--- src/rtl/pair_pkg.sv ---
package pair_pkg;
  localparam logic [2:0] CL_MOVE   = 3'd0;
  localparam logic [2:0] CL_ALU    = 3'd1;
  localparam logic [2:0] CL_ALUC   = 3'd2;
  localparam logic [2:0] CL_SHIFT  = 3'd3;
  localparam logic [2:0] CL_ROTC   = 3'd4;
  localparam logic [2:0] CL_BRANCH = 3'd5;

  localparam logic [2:0] RS_PAIRED  = 3'd0;
  localparam logic [2:0] RS_NO_V    = 3'd1;
  localparam logic [2:0] RS_COMPLEX = 3'd2;
  localparam logic [2:0] RS_SLOT    = 3'd3;
  localparam logic [2:0] RS_DISPIMM = 3'd4;
  localparam logic [2:0] RS_PREFIX  = 3'd5;
  localparam logic [2:0] RS_FIRST   = 3'd6;
  localparam logic [2:0] RS_DEP     = 3'd7;
endpackage

--- src/rtl/pair_lane_fold.sv ---
module pair_lane_fold #(
  parameter int NREG  = 8,
  parameter int LANES = 3
) (
  input  logic [NREG*LANES-1:0] lanes,
  output logic [NREG-1:0]       regs
);
  for (genvar r = 0; r < NREG; r++) begin : g_reg
    assign regs[r] = |lanes[r*LANES +: LANES];
  end
endmodule

--- src/rtl/pair_slot_rules.sv ---
module pair_slot_rules
  import pair_pkg::*;
#(
  parameter int LEN_W = 4
) (
  input  logic             u_simple,
  input  logic             v_simple,
  input  logic [2:0]       u_cls,
  input  logic [2:0]       v_cls,
  input  logic             u_disp,
  input  logic             u_imm,
  input  logic             v_disp,
  input  logic             v_imm,
  input  logic             v_pfx,
  input  logic             v_pfx_0f,
  input  logic             u_first,
  input  logic [LEN_W-1:0] u_len,
  output logic             blk_simple,
  output logic             blk_slot,
  output logic             blk_dispimm,
  output logic             blk_prefix,
  output logic             blk_first
);
  logic v_u_only;

  assign blk_simple  = !u_simple || !v_simple || (u_cls > CL_BRANCH) || (v_cls > CL_BRANCH);
  assign v_u_only    = (v_cls == CL_SHIFT) || (v_cls == CL_ROTC) || (v_cls == CL_ALUC);
  assign blk_slot    = (u_cls == CL_BRANCH) || v_u_only || ((u_cls == CL_ROTC) && u_imm);
  assign blk_dispimm = (u_disp && u_imm) || (v_disp && v_imm);
  assign blk_prefix  = v_pfx && !((v_cls == CL_BRANCH) && v_pfx_0f);
  assign blk_first   = u_first && (u_len != LEN_W'(1));
endmodule

--- src/rtl/pair_dep_check.sv ---
module pair_dep_check
  import pair_pkg::*;
#(
  parameter int NREG   = 8,
  parameter int LANES  = 3,
  parameter int SP_IDX = 4
) (
  input  logic [NREG*LANES-1:0] u_wr,
  input  logic [NREG*LANES-1:0] v_rd,
  input  logic [NREG*LANES-1:0] v_wr,
  input  logic [2:0]            u_cls,
  input  logic [2:0]            v_cls,
  input  logic                  u_fwr,
  input  logic                  v_frd,
  input  logic                  u_push,
  input  logic                  u_pop,
  input  logic                  v_push,
  input  logic                  v_pop,
  output logic                  blk_dep
);
  localparam logic [NREG-1:0] SP_BIT = NREG'(1) << SP_IDX;

  logic [NREG-1:0] u_wr_reg, v_rd_reg, v_wr_reg, keep;
  logic            stack_pair, reg_hit, flag_hit, flag_excused;

  pair_lane_fold #(.NREG(NREG), .LANES(LANES)) u_fold_uw (.lanes(u_wr), .regs(u_wr_reg));
  pair_lane_fold #(.NREG(NREG), .LANES(LANES)) u_fold_vr (.lanes(v_rd), .regs(v_rd_reg));
  pair_lane_fold #(.NREG(NREG), .LANES(LANES)) u_fold_vw (.lanes(v_wr), .regs(v_wr_reg));

  assign stack_pair   = (u_push && v_push) || (u_pop && v_pop);
  assign keep         = stack_pair ? ~SP_BIT : '1;
  assign reg_hit      = |(u_wr_reg & (v_rd_reg | v_wr_reg) & keep);
  assign flag_excused = ((u_cls == CL_ALU) || (u_cls == CL_ALUC)) && (v_cls == CL_BRANCH);
  assign flag_hit     = u_fwr && v_frd && !flag_excused;
  assign blk_dep      = reg_hit || flag_hit;
endmodule

--- src/rtl/dual_issue_pair_check.sv ---
module dual_issue_pair_check
  import pair_pkg::*;
#(
  parameter int NREG   = 8,
  parameter int LANES  = 3,
  parameter int SP_IDX = 4,
  parameter int LEN_W  = 4
) (
  input  logic                  clk,
  input  logic                  rst,
  input  logic                  u_valid,
  input  logic                  v_valid,
  input  logic                  u_simple,
  input  logic [2:0]            u_cls,
  input  logic                  u_disp,
  input  logic                  u_imm,
  input  logic                  u_pfx,
  input  logic                  u_pfx_0f,
  input  logic [LEN_W-1:0]      u_len,
  input  logic                  u_first,
  input  logic [NREG*LANES-1:0] u_rd,
  input  logic [NREG*LANES-1:0] u_wr,
  input  logic                  u_frd,
  input  logic                  u_fwr,
  input  logic                  u_push,
  input  logic                  u_pop,
  input  logic                  v_simple,
  input  logic [2:0]            v_cls,
  input  logic                  v_disp,
  input  logic                  v_imm,
  input  logic                  v_pfx,
  input  logic                  v_pfx_0f,
  input  logic [LEN_W-1:0]      v_len,
  input  logic                  v_first,
  input  logic [NREG*LANES-1:0] v_rd,
  input  logic [NREG*LANES-1:0] v_wr,
  input  logic                  v_frd,
  input  logic                  v_fwr,
  input  logic                  v_push,
  input  logic                  v_pop,
  output logic                  o_valid,
  output logic                  o_pair,
  output logic [2:0]            o_reason
);
  logic blk_simple, blk_slot, blk_dispimm, blk_prefix, blk_first, blk_dep;
  logic [2:0] reason_d;
  // Descriptor fields that play no part in the decision: the U prefix is
  // legal in the first slot, and V's own length, first-run state, U reads,
  // U flag reads and V flag writes cannot create a blocking dependency.
  logic unused_ok;
  assign unused_ok = &{1'b0, u_pfx, u_pfx_0f, v_len, v_first, u_rd, u_frd, v_fwr};

  pair_slot_rules #(.LEN_W(LEN_W)) u_slot (
    .u_simple(u_simple), .v_simple(v_simple), .u_cls(u_cls), .v_cls(v_cls),
    .u_disp(u_disp), .u_imm(u_imm), .v_disp(v_disp), .v_imm(v_imm),
    .v_pfx(v_pfx), .v_pfx_0f(v_pfx_0f), .u_first(u_first), .u_len(u_len),
    .blk_simple(blk_simple), .blk_slot(blk_slot), .blk_dispimm(blk_dispimm),
    .blk_prefix(blk_prefix), .blk_first(blk_first)
  );

  pair_dep_check #(.NREG(NREG), .LANES(LANES), .SP_IDX(SP_IDX)) u_dep (
    .u_wr(u_wr), .v_rd(v_rd), .v_wr(v_wr), .u_cls(u_cls), .v_cls(v_cls),
    .u_fwr(u_fwr), .v_frd(v_frd), .u_push(u_push), .u_pop(u_pop),
    .v_push(v_push), .v_pop(v_pop), .blk_dep(blk_dep)
  );

  // Lowest-numbered blocking rule wins.
  always_comb begin
    if (!v_valid)         reason_d = RS_NO_V;
    else if (blk_simple)  reason_d = RS_COMPLEX;
    else if (blk_slot)    reason_d = RS_SLOT;
    else if (blk_dispimm) reason_d = RS_DISPIMM;
    else if (blk_prefix)  reason_d = RS_PREFIX;
    else if (blk_first)   reason_d = RS_FIRST;
    else if (blk_dep)     reason_d = RS_DEP;
    else                  reason_d = RS_PAIRED;
  end

  always_ff @(posedge clk) begin
    if (rst) begin
      o_valid  <= 1'b0;
      o_pair   <= 1'b0;
      o_reason <= RS_PAIRED;
    end else begin
      o_valid  <= u_valid;
      o_pair   <= u_valid && (reason_d == RS_PAIRED);
      o_reason <= u_valid ? reason_d : RS_PAIRED;
    end
  end
endmodule

--- config.mk ---
export PLATFORM = sky130hd
export DESIGN_NAME = dual_issue_pair_check
export DESIGN_NICKNAME = d
export VERILOG_FILES = /design/src/rtl/pair_pkg.sv /design/src/rtl/pair_lane_fold.sv /design/src/rtl/pair_slot_rules.sv /design/src/rtl/pair_dep_check.sv /design/src/rtl/dual_issue_pair_check.sv
export SDC_FILE = /design/constraint.sdc
export NUM_CORES = 1
export LEC_CHECK = 0
export BUFFER_PORTS_ARGS = -buffer_cell sky130_fd_sc_hd__buf_2
export CAP_MARGIN = 10
export CORE_AREA = 2 2 53 55
export CTS_BUF_LIST = sky130_fd_sc_hd__clkbuf_8
export DETAILED_ROUTE_END_ITERATION = 6
export DIE_AREA = 0 0 55 57
export HOLD_SLACK_MARGIN = 0.1
export PLACE_DENSITY = 0.87
export REMOVE_ABC_BUFFERS = 1
export SETUP_SLACK_MARGIN = 0.15
export SLEW_MARGIN = 40
export SYNTH_ARGS = -nofsm -noshare
export SYNTH_HDL_FRONTEND = slang
export SYNTH_SLANG_ARGS = --single-unit
--- constraint.sdc ---
create_clock -name clk -period 2.15 [get_ports clk]
set_input_delay 0.645 -clock clk [delete_from_list [all_inputs] [get_ports clk]]
set_output_delay 0.645 -clock clk [all_outputs]
set_load 0.1 [all_outputs]
==> metrics list, run 1 <==
* Post-route clock period utilization: 0.889
* Fin Hold WS: 616 ps
* Unrepaired setup endpoints after global routing: no
* Die footprint: 3140 sq um
* Number of vias after detailed routing: 985
- Worst path top cell family by delay: simple AND/OR/NAND/NOR gates
- Pin count of the biggest net entering global routing: 5
* Type of the worst min-delay path: primary input to register
- The max-slew violation count is 0.
* Number of enable flip-flop cells after synthesis: 0
- In this run the mean area of a mapped cell was 7.11 sq um.
- WL final: 2070 um
- Area contributors post-synth: sky130_fd_sc_hd__dfxtp_1 (20%), sky130_fd_sc_hd__nor3_1 (12%), sky130_fd_sc_hd__or4_1 (7.5%)
* Routability-driven placement congestion ratio: 0.846
* Die width: between 50 and 60 um
* Total of max-cap violations: 0
* Nature of the critical path startpoint: primary input
- PD cells: 361 nW/um^2
- Buffers added on ports: 105
* Placed Instance Area: 1100 sq um
* Min setup slack post-route: 238 ps
- For the worst setup path, the data arrival time is 2070 ps.
- No sink is reached through more buffers than the 2 on the longest clock path.
- Number of antenna repair diodes: 0
- Of the post-synthesis cell area, the dominant cell type holds 0.201.
- For this run, the detailed router's first-pass iteration total came to 3.
- Fraction of final layout cells with drive strength greater than 1: 0.663
- Cell with the largest stage delay on the worst path: sky130_fd_sc_hd__or4_4
* Result of the run: finished clean
* WP buf/inv: 1
- Largest area contributor in the netlist: sky130_fd_sc_hd__dfxtp_1
- For this configuration, the core starts out at a cell density of 0.190.
* Prevailing post-synth register cell: sky130_fd_sc_hd__dfxtp_1
* Required time reported for the critical path endpoint: 2310 ps
- For this run, design rule violations remaining after detail routing come to 0.
- The count of nets left with antenna violations once routing finished came out at 0.
* Leading cell type by number of instances after synthesis: sky130_fd_sc_hd__nor3_1
* Number of distinct standard cells referenced by the synthesized netlist: 30
- STA classifies the critical path endpoint as a register.
* Count of yosys warnings during synthesis: 0
* Achievable clock frequency: 523 MHz
* Most frequent cells after synthesis: sky130_fd_sc_hd__nor3_1 (12), sky130_fd_sc_hd__dfxtp_1 (5), sky130_fd_sc_hd__nor2_1 (5), sky130_fd_sc_hd__nor2b_1 (5), sky130_fd_sc_hd__or4_1 (5)
- Measured along the y axis, the die boundary spans 57 um.
- Top-level I/O count: 139
- Peak supply drop: 0.296 mV
- OpenSTA, run right after detailed placement, puts the worst setup slack at -105 ps.
* Number of buffers inserted to repair setup after CTS: 0
* Flip-flop and latch count after synthesis: 5
* Global-route wire length before repair: 2990 um
* Clock input transition at the sequential cells of the worst setup and hold paths: 30 ps
- Highest cell delay on the worst timing path: 540 ps
- Subtracting the final worst setup slack from the clock period gives 1910 ps.
- Count of final setup violators: 0
- DPL Wire Length: 1920 um
* Area growth syn-to-layout: 139%
- Floorplan core area: 2620 sq um
- Worst-case headroom to the max-slew limit: 0.677
- Number of placement rows: 19
- TritonCTS built the clock tree.
- For the pin with the worst max-slew slack, the measured transition is 487 ps.
- Walking the worst path, the cells encountered are buf_2, or4_4, nor3_4, o221ai_2, nor3_4, and4_1.
- Sequential cell area fraction in the yosys report: 0.201
* Number of standard cells after synthesis: 70
- Total congestion overflow: 0
* Detailed router's first-iteration violation count: 5
* Endpoints failing hold: 0
* Initial antenna violation count: 0
- TritonCTS Sinks: 5
- Most Frequent Cell on Critical Path: sky130_fd_sc_hd__nor3_4
* Leakage power figure: 0.643 nW
- Net count, final: 319
- Final std cell area, no fill: between 1000 and 1500 sq um
- After detailed routing, the number of vias per cell comes to 4.58.
- Highest fanout seen on the critical path: 4
* Routed WL per cell: a little under 10 um
- The cell area that synthesis handed to floorplanning was 498 sq um.
- The worst setup path is of the primary input to register kind.
- Root buffer cell: sky130_fd_sc_hd__clkbuf_8
* Vias in the first global route: 890
- Number of buffers inserted by hold repair at cts: 0
* Number of buffers created by CTS: 3
* Proportion of synthesized flip-flops having asynchronous set or reset: 0
- In this run the number of H-tree levels came out at 1.
- Utilization after layout: 0.455
* Total global-route track usage: 0.128
per-stage QoR:
step | std cells | setup TNS, ps | power, W
5_1_grt | 215 | 0 | 0.000459
3_5_place_dp | 211 | -360 | 0.000263
6_report | 215 | 0 | 0.000429
2_1_floorplan | 70 | 0 | 0.000156
3_3_place_gp | 211 | -445 | 0.000261
4_1_cts | 215 | 0 | 0.000432
registers in the layout, summed over array words and instances (netlist names):
name,count
o_valid,1
o_reason,3
o_pair,1
power by group:
group	switching [W]	internal, W
Combinational	0.0000754	0.0000933
Clock	0.0000407	0.000122
Sequential	0.000000538	0.0000966
logic make-up (layout without fill, tap and decap cells):
family,after synthesis,in the layout,synth area share
buf+inv,3,117,0.0226
flops,5,5,0.201
simple gates,43,43,0.495
xor+xnor,1,1,0.0176
compound gates,18,18,0.264
layout by cell type, fill, tap and decap left out, types with 3 or more instances in the layout:
master / n
sky130_fd_sc_hd__nor2_1: 5
sky130_fd_sc_hd__dfxtp_1: 5
sky130_fd_sc_hd__buf_2: 105
sky130_fd_sc_hd__inv_1: 4
sky130_fd_sc_hd__nand2_1: 4
sky130_fd_sc_hd__buf_4: 5
sky130_fd_sc_hd__nor3_1: 11
sky130_fd_sc_hd__or4_1: 3
sky130_fd_sc_hd__clkbuf_8: 3
sky130_fd_sc_hd__nor2b_1: 5
sky130_fd_sc_hd__o21ai_0: 3
sky130_fd_sc_hd__a21oi_1: 4
path summary, 6_finish.rpt:
path              depth (start not counted)  slack (ps)      from      end
hold / removal                            2         620       rst  o_valid
setup / recovery                          6         240  v_rd[14]   o_pair
layout make-up:
| type | count | area, sq um |
|---|---|---|
| inverter | 3 | 11.3 |
| sequential | 5 | 100 |
| clock buffer | 3 | 41.3 |
| clock inverter | 1 | 3.75 |
| timing repair buffer | 110 | 563 |
| tap | 31 | 38.8 |
| multi-input combinational | 62 | 430 |
| fill | 277 | 1430 |
layer usage:
metal	global-route usage	routed length, um
met1	0.111	724
met2	0.269	1030
met3	0.00785	297
met4	0.0627	21
met5	0	0
timing repair:
item	in CTS	in global routing
resized for setup	4	4
cloned	0	0
pin swaps	1	3
setup endpoints to repair	3	4
Power figures use the tool's default switching activity.
==> inputs of run 2 (changes only) <==
--- a/config.mk
+++ b/config.mk
@@ -7,15 +7,16 @@
 export LEC_CHECK = 0
 export BUFFER_PORTS_ARGS = -buffer_cell sky130_fd_sc_hd__buf_2
 export CAP_MARGIN = 10
-export CORE_AREA = 2 2 53 55
+export CORE_AREA = 2 2 54 56
 export CTS_BUF_LIST = sky130_fd_sc_hd__clkbuf_8
 export DETAILED_ROUTE_END_ITERATION = 6
-export DIE_AREA = 0 0 55 57
+export DIE_AREA = 0 0 56 58
 export HOLD_SLACK_MARGIN = 0.1
-export PLACE_DENSITY = 0.87
+export PLACE_DENSITY = 0.86
 export REMOVE_ABC_BUFFERS = 1
 export SETUP_SLACK_MARGIN = 0.15
 export SLEW_MARGIN = 40
 export SYNTH_ARGS = -nofsm -noshare
 export SYNTH_HDL_FRONTEND = slang
+export SYNTH_HIERARCHICAL = 1
 export SYNTH_SLANG_ARGS = --single-unit
==> run 2 against run 1 <==
Non-clock buffer count shrank 4. Worst hold slack gained 9.6 ps. Sequential share of layout area is essentially flat. Critical path type unchanged.
==> metrics list, run 2 <==
- Number of buffers inserted to repair setup after CTS: 0
- Yosys printed 6 warnings.
* Max-slew violation count: 0
- Leakage power figure: 0.644 nW
- Number of nets with antenna violations after routing: 0
- The critical path in this run is classified as primary input to register.
* Sequential cell area fraction in the yosys report: 0.187
* Vias in the first global route: 952
- The wire-length estimate of the detail-placed layout is roughly 2100 um.
- Clock input transition at the sequential cells of the worst setup and hold paths: 40 ps
- The worst path needs between 2000 and 2500 ps of the cycle, external delays included.
- The cell sitting at the root of the clock tree is a sky130_fd_sc_hd__clkbuf_8.
- In the final routing, the length of wire on met1 measures 797 um.
- At the pin with the least slew margin, the transition time is 487 ps.
- After the first detailed-routing iteration, the DRC count stood at 8.
- Of all nets on the critical path, the largest fanout is 3.
- Setup repair after global routing could not meet its margin everywhere.
* Fraction of synthesized cell area taken by the top area cell type: 0.281
- Number of buffers created by CTS: 3
- Fraction of final layout cells with drive strength greater than 1: 0.620
- TritonCTS Sinks: 5
* Highest cell delay on the worst timing path: ~560 ps
- The library cell used most frequently in the layout, excluding fill and tap cells, is sky130_fd_sc_hd__buf_2.
- Counting flops with an async set or reset pin after synthesis yields a share of 0.
- Summing all placed instances gives a cell area of about 1100 sq um.
* Post-route clock period utilization: 0.964
* Area contributors post-synth: sky130_fd_sc_hd__or3_1 (28%), sky130_fd_sc_hd__dfxtp_1 (19%), sky130_fd_sc_hd__o21ai_0 (10%)
* Required time reported for the critical path endpoint: 2300 ps
- Chip Height: between 50 and 60 um
* Area growth syn-to-layout: 123%
- Counting along the longest clock path gives a buffer depth of 2.
* Critical Path End Type: register
- Prevailing post-synth register cell: sky130_fd_sc_hd__dfxtp_1
- Worst-case headroom to the max-slew limit: 0.678
- Final std cell area, no fill: about 1200 sq um
- The tightest min-delay check is of the primary input to register type.
* Initial antenna violation count: 0
* Via-to-Cell Ratio: roughly 4.7
* Largest area contributor in the netlist: sky130_fd_sc_hd__or3_1
* Achievable clock frequency: 483 MHz
- Number of flip-flops under the largest register name: 3
* Registers with the highest flip-flop counts: o_reason x3, o_pair x1, o_valid x1
- Detailed-routing iteration count for the pre-antenna-repair pass: 2
- In this run the cell area of the synthesized design comes to ~530 sq um.
* Flip-flop and latch count after synthesis: 5
* Crit path cell chain: buf_2, or3_4, o21ai_2, nand3_1, or4_4, nor4_4, nor2b_1
* Leading cell type by number of instances after synthesis: sky130_fd_sc_hd__or3_1
* Count of final setup violators: 0
- Data arrives at the worst endpoint at ~2200 ps.
* Sum of negative setup slack: 0 ps
- Leaving out fill and tap cells, the most frequent cells in the layout are sky130_fd_sc_hd__buf_2 (103), sky130_fd_sc_hd__or3_1 (22), sky130_fd_sc_hd__nor2_1 (6), sky130_fd_sc_hd__o21ai_1 (6).
- After the last flow step, the layout net total stands at 322.
* Routed met2 length: 1280 um
- The repair_antennas step left the layout with diodes totalling 0.
- TritonCTS built the clock tree.
- For this design the ratio of total power to cell area is roughly 360 nW/um^2.
- The cell count after synthesis came out at 77.
* Nature of the critical path startpoint: primary input
- Floorplan core area: 2660 sq um
- Routed signal wires occupy layers up through met4.
* Peak supply drop: ~0.42 mV
- The die is 56 um wide.
* Number of distinct standard cells referenced by the synthesized netlist: 22
- Routed WL per cell: 10.8 um
* Number of enable flip-flop cells after synthesis: 0
- WL final: 2350 um
* Endpoints failing hold: 0
* Routability-driven placement congestion ratio: about 0.78
- Deepest level of the CTS H-tree: 1
* Die footprint: 3250 sq um
* Buffers added on ports: 105
- Initial core utilization: 0.201
- Register ranked first by flip-flop count: o_reason
- Cell with the largest stage delay on the worst path: sky130_fd_sc_hd__or4_4
* Total of max-cap violations: 0
- Number of placement rows: 19
* Total congestion overflow: 0
- Pin count of the biggest net entering global routing: 6
* Number of vias after detailed routing: 1017
- After detailed routing, the met3 layer carries 238 um of wire.
- Number of remaining DRC errors: 0
* Global-route wire length before repair: 3370 um
- Total global-route track usage: 0.130
- Pin placement for this block handled 139 I/O pins.
* Synth Area per Inst: ~6.9 sq um
- Result of the run: finished clean
* Most frequent cells after synthesis: sky130_fd_sc_hd__or3_1 (24), sky130_fd_sc_hd__o21ai_0 (11), sky130_fd_sc_hd__nor2_1 (6)
[run 2: metrics by stage]
stage	cells	hold WS [ps]	setup slack [ps]	power [W]	util
global route	218	627	12.8	0.000450	0.448
finish	218	626	78.0	0.000426	0.448
global placement	214	848	-395	0.000252	0.415
CTS	218	624	77.9	0.000429	0.447
floorplan	77	722	-79.0	0.000157	-
detailed placement	214	850	-418	0.000255	0.415
[run 2: timing repair]
item                                    CTS  global route
endpoints found under the hold margin     0             0
endpoints found under the setup margin    4             4
pin swaps                                 9             1
resized for setup                        14             2
hold buffers                              0             0
[run 2: layout make-up]
type | instances | area (sq um)
Clock buffer | 3 | 41.3
Clock inverter | 1 | 3.75
Fill cell | 295 | 1470
Inverter | 4 | 15.0
Multi-Input combinational cell | 68 | 449
Sequential cell | 5 | 100
Tap cell | 31 | 38.8
Timing Repair Buffer | 106 | 546
[run 2: path summary, 6_finish.rpt]
path,start,end,depth (start not counted)
setup / recovery,v_wr[19],o_pair,7
hold / removal,rst,o_valid,2
[run 2: layer usage]
| layer | track usage | vias up |
|---|---|---|
| met4 | 0.0646 | 0 |
| met5 | 0 | - |
| li1 | - | 509 |
| met3 | 0.0290 | 6 |
| met2 | 0.269 | 64 |
| met1 | 0.118 | 438 |
[run 2: critical path: cells and delay by family]
kind | cells | cell delay (ps)
compound gates | 1 | 110
simple gates | 5 | 1370
buf+inv | 1 | 90
[run 2: kinds of logic (layout without fill, tap and decap cells)]
group                     count (synthesis)  after routing  synth area share
xor gates and xnor gates                  1              1            0.0164
DFF                                       5              5             0.187
buffers and inverters                     4            114            0.0281
AOI/OAI and AO/OA                        18             18             0.201
and+or+nand+nor                          49             49             0.567
[run 2: where the power goes]
part / total [W] / leakage (nW) / internal (W) / switching [W]
clock: 0.000165 / 0.0269 / 0.000122 / 0.0000426
sequential: 0.0000970 / 0.0409 / 0.0000963 / 0.000000667
combinational: 0.000164 / 0.576 / 0.0000934 / 0.0000707
total: 0.000426 / 0.644 / 0.000312 / 0.000114
==> inputs of run 3 (changes only) <==
--- a/config.mk
+++ b/config.mk
@@ -8,7 +8,7 @@
 export BUFFER_PORTS_ARGS = -buffer_cell sky130_fd_sc_hd__buf_2
 export CAP_MARGIN = 10
 export CORE_AREA = 2 2 54 56
-export CTS_BUF_LIST = sky130_fd_sc_hd__clkbuf_8
+export CTS_BUF_LIST = sky130_fd_sc_hd__clkbuf_4 sky130_fd_sc_hd__clkbuf_8
 export DETAILED_ROUTE_END_ITERATION = 6
 export DIE_AREA = 0 0 56 58
 export HOLD_SLACK_MARGIN = 0.1
==> run 3 against run 2 <==
Final cell count stayed put. Final area decreased by 1.3%. Critical path depth did not move. Clock power down 28%. Wire length down 1.3%. Largest cell class unchanged. Via count fell by 0.49%. Setup slack better by 27 ps. Maximum frequency grew 1.3%. Sequential share of layout area rose by 0.11 points. Count of clock-buffer cells in the layout grew 1. Critical path type unchanged.
==> metrics list, run 3 (same netlist as run 2, synthesis figures left out) <==
- Across all hold checks on the routed design, the worst slack comes to 608 ps.
- Type of the worst min-delay path: primary input to register
- The detail route stage leaves a number of antenna-violating nets equal to 0.
* Critical Path AT: approximately 2200 ps
- Count of final setup violators: 0
- Max-cap violations in this run came to 0.
* Registers with the highest flip-flop counts: o_reason x3, o_pair x1, o_valid x1
- Number of vias after detailed routing: about 1000
- Die footprint: 3250 sq um
* Area growth syn-to-layout: 121%
- During placement, the flow inserted port buffers numbering approximately 110.
* Launch instance of the worst min-delay path: rst
- Most common library cell in the layout ignoring fill and taps: sky130_fd_sc_hd__buf_2
- Setup repair after global routing could not meet its margin everywhere.
* Number of antenna repair diodes: 0
* Die width: roughly 56 um
- The die is 58 um tall.
- Global-route wire length before repair: approximately 3300 um
- The register with the most flip-flops in the layout has 3 of them.
- After detailed routing, the total wire length is ~2300 um.
- Max-slew violation count: 0
- Clock tree from TritonCTS: done
- In this run, CTS created clock tree buffers numbering 3.
- Hold EP: o_valid
- Post-route clock period utilization: 0.951
- DPL Wire Length: approximately 2100 um
- Peak supply drop: about 0.42 mV
- Register ranked first by flip-flop count: o_reason
* Vias in the first global route: 938
- Post-layout minimum cycle time: approximately 2000 ps
- For this run, design rule violations remaining after detail routing come to 0.
- After global routing the overflow that remains totals 0.
* Fraction of final layout cells with drive strength greater than 1: 0.626
- Total global-route track usage: 0.129
* Worst-case headroom to the max-slew limit: 0.678
* Transition at the pin with the smallest max-transition slack: 487 ps
- Initial antenna violation count: 0
- For the final routed database, the setup TNS stands at 0 ps.
* Top-level I/O count: 139
- The analysis attributes to cell leakage a power of roughly 0.64 nW.
* Routed WL per cell: 10.6 um
- For this configuration, the core starts out at a cell density of 0.201.
- The flow ran to the end, and the final reports show no timing, DRC or antenna violations.
- Pin count of the biggest net entering global routing: 6
- In the layout the commonest cells are sky130_fd_sc_hd__buf_2 (103), sky130_fd_sc_hd__or3_1 (22), sky130_fd_sc_hd__nor2_1 (6), sky130_fd_sc_hd__o21ai_1 (6).
* Endpoints failing hold: 0
* Achievable clock frequency: a little under 500 MHz
- CTS placed an instance of sky130_fd_sc_hd__clkbuf_4 at the clock tree root.
- The first TritonRoute pass finished after 2 iterations.
- In this run the power density over the cells is around 320 nW/um^2.
* Worst hold path depth: 2
- Clock input transition at the sequential cells of the worst setup and hold paths: 50 ps
* Deepest level of the CTS H-tree: 1
- The critical path is of the primary input to register type.
* Via-to-Cell Ratio: 4.64
- STA classifies the critical path startpoint as a primary input.
- The clock drives 5 sinks.
- Along the worst path, the maximum fanout reaches 3.
- Routability-driven placement finished with a final weighted congestion of 0.780.
- Number of placement rows: 19
* Critical Path End Type: register
- The final layout contains 322 nets.
- After floorplanning, the core was sized to cover approximately 2700 sq um.
* Detailed router's first-iteration violation count: 6
- For the worst setup path, the data required time is 2320 ps.
* Number of buffers on the longest clock path: 2
run 3: cell types whose count changed in the layout (fill, tap and decap cells not counted):
cell                       delta
sky130_fd_sc_hd__clkbuf_4     +4
sky130_fd_sc_hd__clkbuf_8     -3
sky130_fd_sc_hd__inv_1        -1
run 3: critical path, stage by stage:
cell and delay (ps):
sky130_fd_sc_hd__buf_2 90, sky130_fd_sc_hd__or3_4 380, sky130_fd_sc_hd__o21ai_2 110, sky130_fd_sc_hd__nand3_1 90, sky130_fd_sc_hd__or4_4 560, sky130_fd_sc_hd__nor4_4 170, sky130_fd_sc_hd__nor2b_1 160
run 3: timing repair:
item | in CTS | in global routing
pin swaps | 9 | 1
resized for setup | 14 | 2
cloned | 0 | 0
setup endpoints to repair | 4 | 4
hold buffers | 0 | 0
buffers inserted | 0 | 0
run 3: cell type report:
cell class,count,area [sq um]
clock buffer,4,30.0
fill,299,1480
inverter,4,15.0
multi-input combinational,68,449
sequential,5,100
tap,31,38.8
timing repair buffer,106,546
run 3: through the flow:
| step | util | power (W) | setup slack, ps | instance area, sq um | instances |
|---|---|---|---|---|---|
| floorplan | - | 0.000157 | -79.0 | 534 | 77 |
| global placement | 0.415 | 0.000252 | -395 | 1110 | 214 |
| detailed placement | 0.415 | 0.000255 | -418 | 1110 | 214 |
| CTS | 0.441 | 0.000381 | 99.2 | 1170 | 218 |
| global route | 0.443 | 0.000402 | 39.0 | 1180 | 218 |
| finish | 0.443 | 0.000379 | 105 | 1180 | 218 |
run 3: worst max-delay path by stage:
stage	from	endpoint	slack [ps]	cells after the start
global route	v_wr[19]	o_pair	40	7
detailed placement	v_wr[7]	o_pair	-420	7
global placement	v_wr[7]	o_pair	-390	7
finish	v_wr[19]	o_pair	110	7
floorplan	v_wr[1]	o_pair	-80	6
CTS	v_rd[18]	o_pair	100	7
run 3: where the power goes:
part | leakage, nW | internal (W) | switching [W]
logic | 0.576 | 0.0000934 | 0.0000704
clock network | 0.0184 | 0.0000825 | 0.0000355
registers | 0.0409 | 0.0000960 | 0.000000668
total | 0.635 | 0.000272 | 0.000107
run 3: routing by layer:
metal  vias to the layer above  global-route usage  share of wire
met5                         -                   0              0
met4                         0              0.0646          0.013
met3                         6              0.0223           0.10
met2                        64               0.267           0.54
met1                       431               0.118           0.34
li1                        511                   -              -
